[src/rtl/pwm_tmr_pkg.sv]
package pwm_tmr_pkg;
    localparam int CNT_W  = 16;
    localparam int SW_W   = 8;
    localparam int DT_W   = 10;
    localparam int DUTY_W = 16;
    localparam int NUM_PH = 3;
    localparam int ADDR_W = 3;
    localparam int DATA_W = 16;

    localparam int ADR_PERIOD = 0;
    localparam int ADR_SYNC   = 1;
    localparam int ADR_DEAD   = 2;
    localparam int ADR_MODE   = 3;
    localparam int ADR_DUTY0  = 4;

    typedef struct packed {
        logic                           dbl;
        logic [CNT_W-1:0]               period;
        logic [SW_W-1:0]                sync_w;
        logic [DT_W-1:0]                dead;
        logic [NUM_PH-1:0][DUTY_W-1:0]  duty;
    } pwm_cfg_t;

    typedef struct packed {
        pwm_cfg_t sh;
        pwm_cfg_t act;
    } cfg_bank_t;

    typedef struct packed {
        logic [CNT_W-1:0] cnt;
        logic             half;
        logic             start;
        logic             mid;
    } ctr_state_t;
endpackage

[src/rtl/pwm_cfg_bank.sv]
module pwm_cfg_bank
    import pwm_tmr_pkg::*;
#(
    parameter int unsigned DEF_PERIOD = 100,
    parameter int unsigned DEF_SYNC   = 39,
    parameter int unsigned DEF_DEAD   = 8,
    parameter int unsigned DEF_DUTY   = 50
) (
    input  logic              clk,
    input  logic              rst_n,
    input  logic              wr_en,
    input  logic [ADDR_W-1:0] wr_addr,
    input  logic [DATA_W-1:0] wr_data,
    input  logic              load_end_i,
    input  logic              load_mid_i,
    output pwm_cfg_t          act_o,
    output pwm_cfg_t          act_next_o
);
    cfg_bank_t st_d, st_q;

    function automatic pwm_cfg_t def_cfg();
        pwm_cfg_t c;
        c.dbl    = 1'b0;
        c.period = CNT_W'(DEF_PERIOD);
        c.sync_w = SW_W'(DEF_SYNC);
        c.dead   = DT_W'(DEF_DEAD);
        for (int k = 0; k < NUM_PH; k++) begin
            c.duty[k] = DUTY_W'(DEF_DUTY);
        end
        return c;
    endfunction

    always_comb begin
        st_d = st_q;
        // reload uses the shadow contents before this cycle's write
        if (load_end_i) begin
            st_d.act = st_q.sh;
        end else if (load_mid_i && st_q.act.dbl) begin
            st_d.act     = st_q.sh;
            st_d.act.dbl = st_q.act.dbl;
        end
        if (wr_en) begin
            if (wr_addr == ADDR_W'(ADR_PERIOD)) begin
                st_d.sh.period = (wr_data[CNT_W-1:0] == '0) ? CNT_W'(1)
                                                             : wr_data[CNT_W-1:0];
            end
            if (wr_addr == ADDR_W'(ADR_SYNC)) st_d.sh.sync_w = wr_data[SW_W-1:0];
            if (wr_addr == ADDR_W'(ADR_DEAD)) st_d.sh.dead   = wr_data[DT_W-1:0];
            if (wr_addr == ADDR_W'(ADR_MODE)) st_d.sh.dbl    = wr_data[0];
            for (int k = 0; k < NUM_PH; k++) begin
                if (wr_addr == ADDR_W'(ADR_DUTY0 + k)) begin
                    st_d.sh.duty[k] = wr_data[DUTY_W-1:0];
                end
            end
        end
    end

    always_ff @(posedge clk or negedge rst_n) begin
        if (!rst_n) begin
            st_q.sh  <= def_cfg();
            st_q.act <= def_cfg();
        end else begin
            st_q <= st_d;
        end
    end

    assign act_o      = st_q.act;
    assign act_next_o = st_d.act;

    // a zero period never reaches shadow or active state
    a_r8_period_nonzero: assert property (@(posedge clk) disable iff (!rst_n)
        st_q.sh.period != '0 && st_q.act.period != '0);

    // the mode bit only moves into the active set at a period boundary
    a_r7_mode_at_boundary: assert property (@(posedge clk) disable iff (!rst_n)
        !load_end_i |=> $stable(st_q.act.dbl));

    // without a reload edge the active period stays put
    a_r5_hold_active: assert property (@(posedge clk) disable iff (!rst_n)
        (!load_end_i && !load_mid_i) |=> $stable(st_q.act));
endmodule

[src/rtl/pwm_updown_ctr.sv]
module pwm_updown_ctr
    import pwm_tmr_pkg::*;
(
    input  logic             clk,
    input  logic             rst_n,
    input  logic [CNT_W-1:0] per_i,
    input  logic [CNT_W-1:0] per_next_i,
    output logic [CNT_W-1:0] cnt_o,
    output logic             half_o,
    output logic             start_o,
    output logic             mid_o,
    output logic             turn_mid_o,
    output logic             turn_end_o
);
    ctr_state_t st_d, st_q;
    logic       turn_mid, turn_end;

    always_comb begin
        turn_mid = !st_q.half && (st_q.cnt == per_i - CNT_W'(1));
        turn_end =  st_q.half && (st_q.cnt == CNT_W'(1));
        st_d       = st_q;
        st_d.start = turn_end;
        st_d.mid   = turn_mid;
        if (turn_mid) begin
            st_d.cnt  = per_next_i;
            st_d.half = 1'b1;
        end else if (turn_end) begin
            st_d.cnt  = '0;
            st_d.half = 1'b0;
        end else if (st_q.half) begin
            st_d.cnt = st_q.cnt - CNT_W'(1);
        end else begin
            st_d.cnt = st_q.cnt + CNT_W'(1);
        end
    end

    always_ff @(posedge clk or negedge rst_n) begin
        if (!rst_n) begin
            st_q.cnt   <= '0;
            st_q.half  <= 1'b0;
            st_q.start <= 1'b1;
            st_q.mid   <= 1'b0;
        end else begin
            st_q <= st_d;
        end
    end

    assign cnt_o      = st_q.cnt;
    assign half_o     = st_q.half;
    assign start_o    = st_q.start;
    assign mid_o      = st_q.mid;
    assign turn_mid_o = turn_mid;
    assign turn_end_o = turn_end;

    a_r1_rise_bound: assert property (@(posedge clk) disable iff (!rst_n)
        !st_q.half |-> st_q.cnt < per_i);

    a_r1_fall_bound: assert property (@(posedge clk) disable iff (!rst_n)
        st_q.half |-> (st_q.cnt <= per_i && st_q.cnt != '0));

    a_r2_half_flips_on_turn: assert property (@(posedge clk) disable iff (!rst_n)
        (turn_mid || turn_end) |=> (st_q.half != $past(st_q.half)));

    a_r9_start_at_zero: assert property (@(posedge clk) disable iff (!rst_n)
        st_q.start |-> (st_q.cnt == '0 && !st_q.half));

    a_r9_strobes_exclusive: assert property (@(posedge clk) disable iff (!rst_n)
        !(st_q.start && st_q.mid));
endmodule

[src/rtl/pwm_sync_pulse.sv]
module pwm_sync_pulse
    import pwm_tmr_pkg::*;
(
    input  logic            clk,
    input  logic            rst_n,
    input  logic            start_i,
    input  logic [SW_W-1:0] width_i,
    output logic            sync_o
);
    logic [SW_W-1:0] rem_d, rem_q;

    always_comb begin
        rem_d = rem_q;
        if (start_i) begin
            rem_d = width_i;
        end else if (rem_q != '0) begin
            rem_d = rem_q - SW_W'(1);
        end
    end

    always_ff @(posedge clk or negedge rst_n) begin
        if (!rst_n) rem_q <= '0;
        else        rem_q <= rem_d;
    end

    assign sync_o = start_i || (rem_q != '0);

    a_r3_high_at_start: assert property (@(posedge clk) disable iff (!rst_n)
        start_i |-> sync_o);

    a_r3_countdown: assert property (@(posedge clk) disable iff (!rst_n)
        (rem_q != '0 && !start_i) |=> rem_q == $past(rem_q) - SW_W'(1));
endmodule

[src/rtl/pwm_period_timer.sv]
module pwm_period_timer
    import pwm_tmr_pkg::*;
#(
    parameter int unsigned DEF_PERIOD = 100,
    parameter int unsigned DEF_SYNC   = 39,
    parameter int unsigned DEF_DEAD   = 8,
    parameter int unsigned DEF_DUTY   = 50
) (
    input  logic                     clk,
    input  logic                     rst_n,
    input  logic                     wr_en,
    input  logic [ADDR_W-1:0]        wr_addr,
    input  logic [DATA_W-1:0]        wr_data,
    output logic [CNT_W-1:0]         cnt_o,
    output logic                     half_o,
    output logic                     sync_o,
    output logic                     start_o,
    output logic                     mid_o,
    output logic [CNT_W-1:0]         period_o,
    output logic [DT_W-1:0]          dead_o,
    output logic [NUM_PH*DUTY_W-1:0] duty_o
);
    pwm_cfg_t act, act_next;
    logic     turn_mid, turn_end;

    pwm_cfg_bank #(
        .DEF_PERIOD(DEF_PERIOD),
        .DEF_SYNC  (DEF_SYNC),
        .DEF_DEAD  (DEF_DEAD),
        .DEF_DUTY  (DEF_DUTY)
    ) cfg_i (
        .clk       (clk),
        .rst_n     (rst_n),
        .wr_en     (wr_en),
        .wr_addr   (wr_addr),
        .wr_data   (wr_data),
        .load_end_i(turn_end),
        .load_mid_i(turn_mid),
        .act_o     (act),
        .act_next_o(act_next)
    );

    pwm_updown_ctr ctr_i (
        .clk       (clk),
        .rst_n     (rst_n),
        .per_i     (act.period),
        .per_next_i(act_next.period),
        .cnt_o     (cnt_o),
        .half_o    (half_o),
        .start_o   (start_o),
        .mid_o     (mid_o),
        .turn_mid_o(turn_mid),
        .turn_end_o(turn_end)
    );

    pwm_sync_pulse sync_i (
        .clk    (clk),
        .rst_n  (rst_n),
        .start_i(start_o),
        .width_i(act.sync_w),
        .sync_o (sync_o)
    );

    assign period_o = act.period;
    assign dead_o   = act.dead;

    for (genvar k = 0; k < NUM_PH; k++) begin : g_duty
        assign duty_o[k*DUTY_W +: DUTY_W] = act.duty[k];
    end

    // in double update mode the second half begins at the reloaded period
    a_r6_mid_starts_at_period: assert property (@(posedge clk) disable iff (!rst_n)
        mid_o |-> (cnt_o == period_o && half_o));
endmodule

[config.mk]
export PLATFORM = sky130hd
export DESIGN_NAME = pwm_period_timer
export DESIGN_NICKNAME = d
export VERILOG_FILES = /design/src/rtl/pwm_tmr_pkg.sv /design/src/rtl/pwm_cfg_bank.sv /design/src/rtl/pwm_updown_ctr.sv /design/src/rtl/pwm_sync_pulse.sv /design/src/rtl/pwm_period_timer.sv
export SDC_FILE = /design/constraint.sdc
export NUM_CORES = 1
export LEC_CHECK = 0
export BUFFER_PORTS_ARGS = -buffer_cell sky130_fd_sc_hd__buf_2
export CORE_ASPECT_RATIO = 1.5
export CORE_UTILIZATION = 55
export CTS_BUF_LIST = sky130_fd_sc_hd__clkbuf_4 sky130_fd_sc_hd__clkbuf_8
export DETAILED_ROUTE_END_ITERATION = 6
export PLACE_DENSITY = 0.75
export SYNTH_ARGS = -nofsm -noshare
export SYNTH_HDL_FRONTEND = slang
export SYNTH_SLANG_ARGS = --single-unit
[constraint.sdc]
create_clock -name clk -period 5.02 [get_ports clk]
set_input_delay 1.004 -clock clk [delete_from_list [all_inputs] [get_ports clk]]
set_output_delay 1.004 -clock clk [all_outputs]
set_load 0.02 [all_outputs]
# Word-level counts from Yosys, hierarchy flattened
# Index checks and enable logic that the tools add are counted.
[word_totals]
ff_bits = 193
input_bits = 22
output_inout_bits = 94
elab_cells = 58
[classes]
add_sub_neg = 4
eq_ne = 8
mux = 9
reduce_logical = 18
[ops]
columns = ["op", "n"]
rows = [
  ["83-bit two-way mux", 1],
  ["82-bit two-way mux", 1],
  ["16-bit two-way mux", 3],
  ["16-bit by 1-bit subtractor with 16-bit output, second input constant", 2],
  ["17-bit two-way mux", 1],
  ["16-bit by 1-bit adder with 16-bit output, second input constant", 1],
  ["16-bit by 1-bit == test with 1-bit output, second input constant", 1],
  ["16-bit == test", 1],
  ["16-bit logical NOT", 1],
  ["8-bit two-way mux", 2],
  ["2-bit AND reduction", 7],
  ["3-bit == test, second input constant", 3],
  ["8-bit nonzero test", 1],
  ["8-bit by 1-bit subtractor with 8-bit output, second input constant", 1],
  ["3-bit by 2-bit == test with 1-bit output, second input constant", 2],
  ["2-bit nonzero test", 3],
  ["3-bit by 1-bit == test with 1-bit output, second input constant", 1],
  ["1-bit logical AND", 3],
  ["3-bit logical NOT", 1],
  ["1-bit logical NOT", 1],
  ["1-bit logical OR", 1],
  ["1-bit two-way mux", 1],
]

# Longest topological paths before layout
# Gate-level depths: netlist of the first run.
[depth]
depth_word = 7
depth_mapped = 12
mapped_depth_nobuf = 9

# Hierarchy
# From an unflattened synthesis of the first run, not the netlist that was laid out.
[unflattened]
cells_unflattened = 728
area_unflattened_um2 = 9394.0
[modules_own_cells]
columns = ["module", "instances", "cells_each", "area_per_inst_um2", "seq_area_each_um2"]
rows = [
  ["pwm_cfg_bank", 1, 452, 6970.4, 4196.5],
  ["pwm_updown_ctr", 1, 224, 1924.3, 476.7],
  ["pwm_sync_pulse", 1, 52, 499.2, 200.2],
]

# Least setup slack after synthesis of the first run
# OpenSTA, ideal clock, no wires.
[synth_timing]
path_type = "register to register"
from = "reg cfg_i.act_o[66] (netlist name)"
to = "reg cfg_i.act_o[10] (netlist name)"
setup_time_ns = 0.125
arrival_time_ns = 3.005
required_time_ns = 4.895
path_slack_ns = 1.890
path_stages_with_launch = 13
period_less_slack_ns = 3.130
cell_sequence = "dfrtp_1 -> inv_1 -> ha_1 -> or4b_1 -> buf_2 -> or3_1 -> a211oi_2 -> o21a_2 -> o2111ai_4 -> o21ba_4 -> buf_12 -> buf_12 -> mux2_4"
[synth_between]
elab_chain_len = 5
[synth_lines]
columns = ["element", "line", "source"]
rows = [
  ["16-bit by 1-bit subtractor with 16-bit output", "pwm_updown_ctr.sv:19", "turn_mid = !st_q.half && (st_q.cnt == per_i - CNT_W'(1));"],
  ["16-bit == test", "pwm_updown_ctr.sv:19", ""],
  ["1-bit logical AND", "pwm_updown_ctr.sv:19", ""],
  ["1-bit logical AND", "pwm_cfg_bank.sv:38", "end else if (load_mid_i && st_q.act.dbl) begin"],
  ["2-bit nonzero test (no source line)", "n/a", ""],
]
# No other way between the ends.
# A chain may end at the register's enable or synchronous reset.

# Worst setup path in the final report of the first run
[layout_timing]
from = "reg cfg_i.act_o[66] (netlist name)"
to = "reg cfg_i.act_o[0] (netlist name)"
[layout_between]
elab_chain_len = 5
[layout_lines]
columns = ["element", "line"]
rows = [
  ["16-bit by 1-bit subtractor with 16-bit output", "pwm_updown_ctr.sv:19"],
  ["16-bit == test", "pwm_updown_ctr.sv:19"],
  ["1-bit logical AND", "pwm_updown_ctr.sv:19"],
  ["1-bit logical AND", "pwm_cfg_bank.sv:38"],
  ["2-bit nonzero test (no source line)", "n/a"],
]
# No other way between the ends.

==> flow_summary.ini, run 1 <==
[grt]
grt_max_degree = 141
grt_overflow = 0
first_global_vias = 6217
grt_pass1_wl_um = 33010
antenna_found_initial = 0
grtUsageTotal = 0.2291

[final_layout]
area_growth_pct = 4.901
post-route-util = 0.5897
diodes = 0
nets = 812
drive_gt1_frac = 0.4662

[drt]
drcViolationCount = 0
wirelength_um = 20320
dr.pass1.iters = 4
drt_iter0_drc = 345
wl_per_cell_um = 20.09
detail-route-antenna-nets = 0
via_per_inst = 5.755
vias = 5818

[synth]
syn-num-nets = 782
synth_area_mm2 = 0.009752
yosysMostFrequentCell = dfrtp_1
ys_warn_count = 0
synth_area_leaders = dfrtp_1 41%, mux2_4 12%, mux2_2 9.8%
synthAdderAreaFrac = 0.006415
synthTopCellsByCount = 158 x dfrtp_1, 85 x mux2_2, 80 x mux2_4, 74 x buf_4, 35 x dfstp_2
async_reset_ff_frac = 1.000
ys_ff_latch = 193
yosys.area.top_type = dfrtp_1
synth_top_family_by_area = multiplexers
synth-edff-count = 0
yosys.area_share.simple = 0.08263
syn-instance-count = 755
synthMuxAreaShare = 0.2326
yosysSeqAreaShare = 0.4997
synth_flop_cell = dfrtp_1
synth.avg_cell_area_um2 = 12.92
synth-compound-area-share = 0.05414
synthDistinctLibCells = 56
synth.top_cell.area_share = 0.4054
yosys.area_share.xor_xnor = 0.03143

[critical_path]
cp.depth = 8
crit_path_top_delay_cell = o21ba_4
rr_endpoint = cfg_i.act_o[0]
crit_path_cell_trace = or4_1 > or4_1 > and4b_1 > o21a_2 > o2111ai_4 > o21ba_4 > buf_12 > mux2_2
crit_required_ns = 5.37
crit_buf_inv = 1
crit_fanout = 42
critical_path.top_delay_family = simple AND/OR/NAND/NOR gates
regToRegStartpoint = cfg_i.act_o[66]
end_kind = register
reg2reg_depth = 8
worst_path_most_repeated_cell = or4_1
worstSetupPathType = register to register
worst_setup_path_start_kind = register
rrSetupSlack_ns = 1.04
worst_path_largest_cell_delay_ns = 0.82
arrival_ns = 4.33

[die]
die-area_mm2 = 0.01828
ios = 116
row_count = 59
start_util = 0.5621
die_h_um = 165.1
core-area_mm2 = 0.01735
die_width_um = 110.7

[timing]
setup_viol = 0
fmax_ghz = 0.2514
fin_setup_tns_ns = 0
hold_viol = 0
post-route-period-util = 0.7923
fin_crit_ns = 3.977
whs_ns = 0.5081
drv_slew = 0
worst_pin_slew_ns = 1.124
rsz0062_at_grt = false
clock_skew_ns = 0.01873
slew_headroom = 0.2508

[hold_path]
min_to = sync_i.rem_q[4]
hp-class = register to register
worstHoldStart = cfg_i.act_o[62]
whs_path_depth = 2

[cts]
clkLatencyLatePin_ns = 0.46
tritoncts = done
cts_max_path_buffers = 2
holdBufCountCts = 0
h-tree-depth = 4
cts_resized = 0
cts_made_buffers = 17
cts_sinks = 193
clock-root-buffer = clkbuf_8
post_cts_buffers = 0
clkTransAtPathRegs_ns = 0.11

[placement]
gp_congestion = 0.8440
dpl.hpwl_um = 14160
io_buffers = 115

[pwr]
leakagePower_uw = 0.005136
peakVddDrop_mv = 0.2384
powerDensity_mw_per_mm2 = 298.2

[outcome]
status = finished, final reports clean

[flow_run]
drv_cap = 0
==> registers in the layout, summed over array words and instances, names as in the netlist <==
register and count:
cfg_i.act_o 83, cfg_i.st_q 83, ctr_i.cnt_o 16, sync_i.rem_q 8, ctr_i.half_o 1, ctr_i.mid_o 1, ctr_i.start_o 1
==> cell type report <==
class | instances | area (µm²)
Tap cell | 213 | 266.5
Inverter | 12 | 45.04
Multi-Input combinational cell | 437 | 3981
Clock inverter | 13 | 143.9
Fill cell | 1369 | 7118
Timing Repair Buffer | 124 | 664.4
Clock buffer | 19 | 255.2
Sequential cell | 193 | 4873
==> worst min-delay path: cells and delay by family (launching register included) <==
kind	cells	cell delay, ns
compound gates	1	0.06
flops	1	0.37
simple gates	1	0.06
==> layout by cell type (no fill, tap or decap), types with 3 or more instances in the layout <==
cell / instances
a211oi_1: 11
nand4b_1: 4
nor3b_1: 3
buf_4: 8
a21oi_1: 21
dfstp_2: 35
or4_1: 5
inv_1: 12
clkbuf_8: 19
nand2b_1: 3
nor3_1: 19
mux2i_1: 11
nor2_1: 15
and3_1: 6
nor4_1: 12
nand4_1: 5
inv_6: 5
ha_1: 5
buf_2: 114
dfrtp_1: 158
nand3_1: 7
xor2_1: 13
xnor2_1: 22
nand2_1: 31
mux2_4: 80
or3_1: 4
o21ai_0: 21
a31o_2: 4
clkinv_4: 3
mux2_2: 85
nor2b_1: 15
==> power breakdown <==
| part | internal, µW | leakage, µW | switching (µW) |
|---|---|---|---|
| sequential | 1720 | 0.00243 | 87.4 |
| clock | 433 | 0.000206 | 580 |
| combinational | 131 | 0.00250 | 95.6 |
| total | 2290 | 0.00514 | 763 |
==> kinds of logic (layout without fill, tap and decap cells) <==
logic type,Yosys count,count (layout)
buf+inv,125,168
fa+ha+maj,5,5
flops,193,193
simple gates,144,144
xor+xnor,35,35
mux,176,176
compound gates,77,77
==> metrics by stage <==
stage                     instances  setup WS [ns]  cell area (µm²)  total power [µW]
after detailed placement        979          1.039             9831              2071
after global placement          979          1.146             9831              2044
after CTS                      1011          1.044            10230              3077
after floorplan                 755          1.890             9752              1960
after global routing           1011         0.9078            10230              3175
final                          1011          1.043            10230              3050
==> worst max path at each step <==
| stage | start | endpoint | slack (ns) |
|---|---|---|---|
| finish | cfg_i.act_o[66] | cfg_i.act_o[0] | 1.04 |
| floorplan | cfg_i.act_o[66] | cfg_i.act_o[10] | 1.89 |
| detailed placement | cfg_i.act_o[67] | cfg_i.act_o[0] | 1.04 |
| global route | cfg_i.act_o[66] | cfg_i.act_o[0] | 0.91 |
| global placement | cfg_i.act_o[66] | cfg_i.act_o[0] | 1.15 |
| CTS | cfg_i.act_o[66] | cfg_i.act_o[0] | 1.04 |
==> metal layers <==
metal	wire length, µm	vias to the layer above	track usage
li1	-	2658	-
met1	8787	2993	0.2869
met2	10420	127	0.4020
met3	618	40	0.03613
met4	493	0	0.08545
met5	0	-	0
(Power assumes the default switching activity.)
==> inputs of run 2 (changes only) <==
--- a/config.mk
+++ b/config.mk
@@ -10,7 +10,7 @@
 export CORE_UTILIZATION = 55
 export CTS_BUF_LIST = sky130_fd_sc_hd__clkbuf_4 sky130_fd_sc_hd__clkbuf_8
 export DETAILED_ROUTE_END_ITERATION = 6
-export PLACE_DENSITY = 0.75
+export PLACE_DENSITY = 0.78
 export SYNTH_ARGS = -nofsm -noshare
 export SYNTH_HDL_FRONTEND = slang
 export SYNTH_SLANG_ARGS = --single-unit
==> constraint.sdc (replaced) <==
create_clock -name clk -period 3.5 [get_ports clk]
set_input_delay 0.7 -clock clk [delete_from_list [all_inputs] [get_ports clk]]
set_output_delay 0.7 -clock clk [all_outputs]
set_load 0.02 [all_outputs]
==> run 2 against run 1 <==
Against the previous run: sequential power grew 43%; register-to-register slack lost 0.81 ns; via count is essentially flat; cell count grew 0.99%; first-iteration DRC count grew 14%; sequential share of layout area shrank 0.87 points; setup slack lost 0.81 ns; highest routed layer unchanged.
==> flow_summary.ini, run 2 (same netlist as run 1, synthesis figures left out) <==
[outcome]
status = finished, final reports clean

[grt]
first_global_vias = 6113
grt_pass1_wl_um = 32680
antenna_found_initial = 0
grtUsageTotal = 0.2311
grt_overflow = 0
grt_max_degree = 108

[drt]
drt_iter0_drc = 394
detail-route-antenna-nets = 0
wl_per_cell_um = 19.93
drcViolationCount = 0
vias = 5816
dr.pass1.iters = 4
via_per_inst = 5.696
wirelength_um = 20350

[timing]
clock_skew_ns = 0.01553
post-route-period-util = 0.9329
slew_headroom = 0.2690
fmax_ghz = 0.3063
whs_ns = 0.3236
drv_slew = 0
worst_pin_slew_ns = 1.091
hold_viol = 0
fin_setup_tns_ns = 0
rsz0062_at_grt = false
fin_crit_ns = 3.265
setup_viol = 0

[pwr]
p_seq_frac = 0.559
p_switching_uw = 1067
p_int_uw = 3558
switching_share = 0.2308
leakagePower_uw = 0.005230
p_clk_frac = 0.369
combinationalPowerShare = 0.071
powerDensity_mw_per_mm2 = 443.8
peakVddDrop_mv = 0.2878

[critical_path]
end_kind = register
arrival_ns = 3.61
rr_endpoint = cfg_i.act_o[15]
rrSetupSlack_ns = 0.23
reg2reg_depth = 10
worst_setup_path_start_kind = register
regToRegStartpoint = cfg_i.act_o[66]
worstSetupPathType = register to register
crit_fanout = 15
crit_required_ns = 3.84

[cts]
clock-root-buffer = clkbuf_8
cts_sinks = 193
h-tree-depth = 4
tritoncts = done
clkTransAtPathRegs_ns = 0.10
holdBufCountCts = 0
cts_resized = 0
post_cts_buffers = 0
clkLatencyLatePin_ns = 0.46
cts_made_buffers = 17
cts_max_path_buffers = 2

[die]
ios = 116
die_h_um = 165.1
die_width_um = 110.7
start_util = 0.5621
row_count = 59
die-area_mm2 = 0.01828
core-area_mm2 = 0.01735

[flow_run]
drv_cap = 0

[placement]
gp_congestion = 0.8671
dpl.hpwl_um = 14280
io_buffers = 115
dp.cells = 989

[final_layout]
final_common_cell = dfrtp_1
finalNonFillerCells = 1021
nets = 822
area_growth_pct = 6.864
post-route-util = 0.6007
mostFrequentLayoutCells = 158 x dfrtp_1, 114 x buf_2, 85 x mux2_2, 80 x mux2_4, 35 x dfstp_2
drive_gt1_frac = 0.4765
diodes = 0

[hold_path]
hp-class = primary input to asynchronous set/reset pin
## run 2: per-stage QoR
stage	setup WS, ns	instance area (µm²)	power, µW
after floorplan	0.3697	9752	2811
after global placement	0.2328	9938	2934
after detailed placement	0.1567	9938	2968
after CTS	0.1408	10420	4675
after global routing	0.05847	10420	4799
final	0.2348	10420	4625
## run 2: final cells by class
cell class | instances | area (µm²)
fill | 1377 | 6927
tap | 213 | 266.5
timing repair buffer | 134 | 764.5
sequential | 193 | 4873
clock buffer | 19 | 255.2
clock inverter | 13 | 221.5
multi-input combinational | 437 | 3995
inverter | 12 | 45.04
## run 2: worst max-delay path by stage
| stage | startpoint | endpoint | slack, ns | cells past startpoint |
|---|---|---|---|---|
| after global placement | cfg_i.act_o[66] | cfg_i.act_o[15] | 0.23 | 10 |
| after floorplan | cfg_i.act_o[66] | cfg_i.act_o[10] | 0.37 | 12 |
| after CTS | cfg_i.act_o[66] | cfg_i.act_o[57] | 0.14 | 10 |
| after global routing | cfg_i.act_o[67] | cfg_i.act_o[57] | 0.06 | 9 |
| after detailed placement | cfg_i.act_o[66] | cfg_i.act_o[15] | 0.16 | 10 |
| final | cfg_i.act_o[66] | cfg_i.act_o[15] | 0.23 | 10 |
## run 2: power groups by stage
stage | Clock [µW] | Sequential (µW) | Combinational (µW)
finish | 1710 | 2590 | 330
global route | 1820 | 2620 | 362
CTS | 1750 | 2590 | 338
detailed placement | 0 | 2630 | 335
global placement | 0 | 2610 | 319
floorplan | 0 | 2590 | 220
## run 2: metal layers
metal	share of wire	GRT usage	up-vias
met2	0.53	0.4063	134
li1	-	-	2669
met3	0.043	0.03942	34
met5	0	0	-
met1	0.41	0.2810	2979
met4	0.024	0.1000	0
## run 2: critical path, stage by stage, from the launching register on
cell	delay, ns
dfrtp_1	0.46
inv_1	0.09
ha_1	0.24
or4b_1	0.56
or3_1	0.40
a211oi_2	0.22
o21a_2	0.19
o2111ai_4	0.12
o21ba_4	0.32
buf_4	0.25
mux2_4	0.32
==> inputs of run 3 (changes only) <==
--- a/config.mk
+++ b/config.mk
@@ -10,7 +10,7 @@
 export CORE_UTILIZATION = 55
 export CTS_BUF_LIST = sky130_fd_sc_hd__clkbuf_4 sky130_fd_sc_hd__clkbuf_8
 export DETAILED_ROUTE_END_ITERATION = 6
-export PLACE_DENSITY = 0.78
+export PLACE_DENSITY = 0.82
 export SYNTH_ARGS = -nofsm -noshare
 export SYNTH_HDL_FRONTEND = slang
 export SYNTH_SLANG_ARGS = --single-unit
==> constraint.sdc (replaced) <==
create_clock -name clk -period 4.1 [get_ports clk]
set_input_delay 0.82 -clock clk [delete_from_list [all_inputs] [get_ports clk]]
set_output_delay 0.82 -clock clk [all_outputs]
set_load 0.02 [all_outputs]
==> run 3 against run 2 <==
Against the previous run: sequential cell count unchanged; core utilization is 0.71 points lower; clock skew is 0.0038 ns higher; global-route usage shrank 0.71 points; clock power decreased by 25%.
==> flow_summary.ini, run 3 (same netlist as run 1, synthesis figures left out) <==
[die]
ios = 116
die_h_um = 165.1
row_count = 59
die_width_um = 110.7
start_util = 0.5621
core-area_mm2 = 0.01735
die-area_mm2 = 0.01828

[final_layout]
mostFrequentLayoutCells = 158 x dfrtp_1, 114 x buf_2, 85 x mux2_2, 80 x mux2_4, 35 x dfstp_2
final_common_cell = dfrtp_1
diodes = 0
area_growth_pct = 5.607
drive_gt1_frac = 0.4701
nets = 816
design_area_mm2 = 0.01030
fill_cells = 1331

[critical_path]
reg2reg_depth = 8
worstSetupPathType = register to register
crit_fanout = 82
crit_path_top_delay_cell = or4_1
rr_endpoint = cfg_i.act_o[0]
crit_path_cell_trace = or4_1 > or4_1 > and4b_1 > o21a_2 > o2111ai_4 > o21ba_4 > buf_12 > mux2_2
rrSetupSlack_ns = 0.61
arrival_ns = 3.85
critical_path.top_delay_family = simple AND/OR/NAND/NOR gates
crit_start = cfg_i.act_o[66]
worst_path_most_repeated_cell = or4_1
worst_setup_path_start_kind = register
end_kind = register
regToRegStartpoint = cfg_i.act_o[66]
crit_buf_inv = 1
worst_path_largest_cell_delay_ns = 0.66
crit_required_ns = 4.46

[grt]
grt_max_degree = 118
grt_overflow = 0
first_global_vias = 5799
use_met2 = 0.3848
antenna_found_initial = 0
grtUsageMet3 = 0.03577
grt.busiest_layer = met2
grtUsageMet1 = 0.2823
grtUsageTotal = 0.2240
grt_pass1_wl_um = 31650

[drt]
drcViolationCount = 0
drt_iter0_drc = 424
via_per_inst = 5.685
wirelength_um = 19870
wl_per_cell_um = 19.58
dr.pass1.iters = 4
vias = 5770
detail-route-antenna-nets = 0

[pwr]
p_clk_frac = 0.339
peakVddDrop_mv = 0.3083
p_seq_frac = 0.586
p_switching_uw = 972.9
powerDensity_mw_per_mm2 = 365.9
leakagePower_uw = 0.005161
switching_share = 0.2582
combinationalPowerShare = 0.075
p_int_uw = 2796

[timing]
worst_pin_slew_ns = 1.070
post-route-period-util = 0.8510
fmax_ghz = 0.2866
worst_slack_ns = 0.6111
setup_viol = 0
rsz0062_at_grt = false
drv_slew = 0
slew_headroom = 0.2825
hold_viol = 0
fin_crit_ns = 3.489
fin_setup_tns_ns = 0
whs_ns = 0.4550
clock_skew_ns = 0.01937

[cts]
post_cts_buffers = 0
tritoncts = done
cts_made_buffers = 17
clock-root-buffer = clkbuf_8
h-tree-depth = 4
clkLatencyLatePin_ns = 0.47
holdBufCountCts = 0
cts_resized = 0
clkTransAtPathRegs_ns = 0.11
cts_sinks = 193
cts_max_path_buffers = 2

[placement]
gp_congestion = 0.9546
postPlaceCellArea_mm2 = 0.009878
dpl.hpwl_um = 13730
post-place-ws_ns = 0.6785
io_buffers = 115

[hold_path]
hp-class = primary input to asynchronous set/reset pin

[outcome]
status = finished, final reports clean

[flow_run]
drv_cap = 0
==> run 3: changes by cell type in the layout (fill, tap and decap cells not counted), moves of 3 or more <==
cell / previous run / this run
buf_4: 16 / 11
bufinv_16: 5 / 1
clkinv_8: 0 / 3
inv_8: 1 / 5
==> run 3: worst max path at each step <==
stage / to / slack, ns / cells past startpoint
2_1_floorplan: cfg_i.act_o[10] / 0.97 / 12
3_3_place_gp: cfg_i.act_o[0] / 0.76 / 8
3_5_place_dp: cfg_i.act_o[0] / 0.68 / 8
4_1_cts: cfg_i.act_o[0] / 0.65 / 8
5_1_grt: cfg_i.act_o[0] / 0.50 / 8
6_report: cfg_i.act_o[0] / 0.61 / 8
==> run 3: worst reg2reg max path: cells and delay by family (launching register included) <==
| kind | cells | cell delay (ns) |
|---|---|---|
| compound gates | 3 | 0.60 |
| buf+inv | 1 | 0.47 |
| flops | 1 | 0.46 |
| mux | 1 | 0.51 |
| simple gates | 3 | 1.35 |
==> run 3: per-stage QoR <==
stage	total power, µW	util	cells
6_report	3768	0.5937	1015
5_1_grt	3921	0.5937	1015
4_1_cts	3804	0.5937	1015
3_5_place_dp	2530	0.5694	983
3_3_place_gp	2501	0.5694	983
2_1_floorplan	2400	-	755
==> run 3: layout make-up <==
class                           instances  area [µm²]  area share
Inverter                               12       45.04    0.004374
Sequential cell                       193        4873      0.4732
Timing Repair Buffer                  128       706.9     0.06864
Clock buffer                           17       234.0     0.02272
Multi-Input combinational cell        437        3986      0.3871
Tap cell                              213       266.5     0.02588
Clock inverter                         15       186.4     0.01810
==> run 3: layer usage <==
| layer | vias to the layer above | wire [µm] |
|---|---|---|
| met1 | 2892 | 8148 |
| met3 | 41 | 869 |
| met2 | 174 | 10250 |
| li1 | 2663 | - |
| met4 | 0 | 600 |
| met5 | - | 0 |
==> run 3: power by group through the flow <==
stage / sequential, µW / combinational [µW] / clock, µW
4_1_cts: 2210 / 288 / 1310
6_report: 2210 / 281 / 1280
2_1_floorplan: 2210 / 188 / 0
3_3_place_gp: 2230 / 272 / 0
5_1_grt: 2230 / 311 / 1380
3_5_place_dp: 2250 / 284 / 0
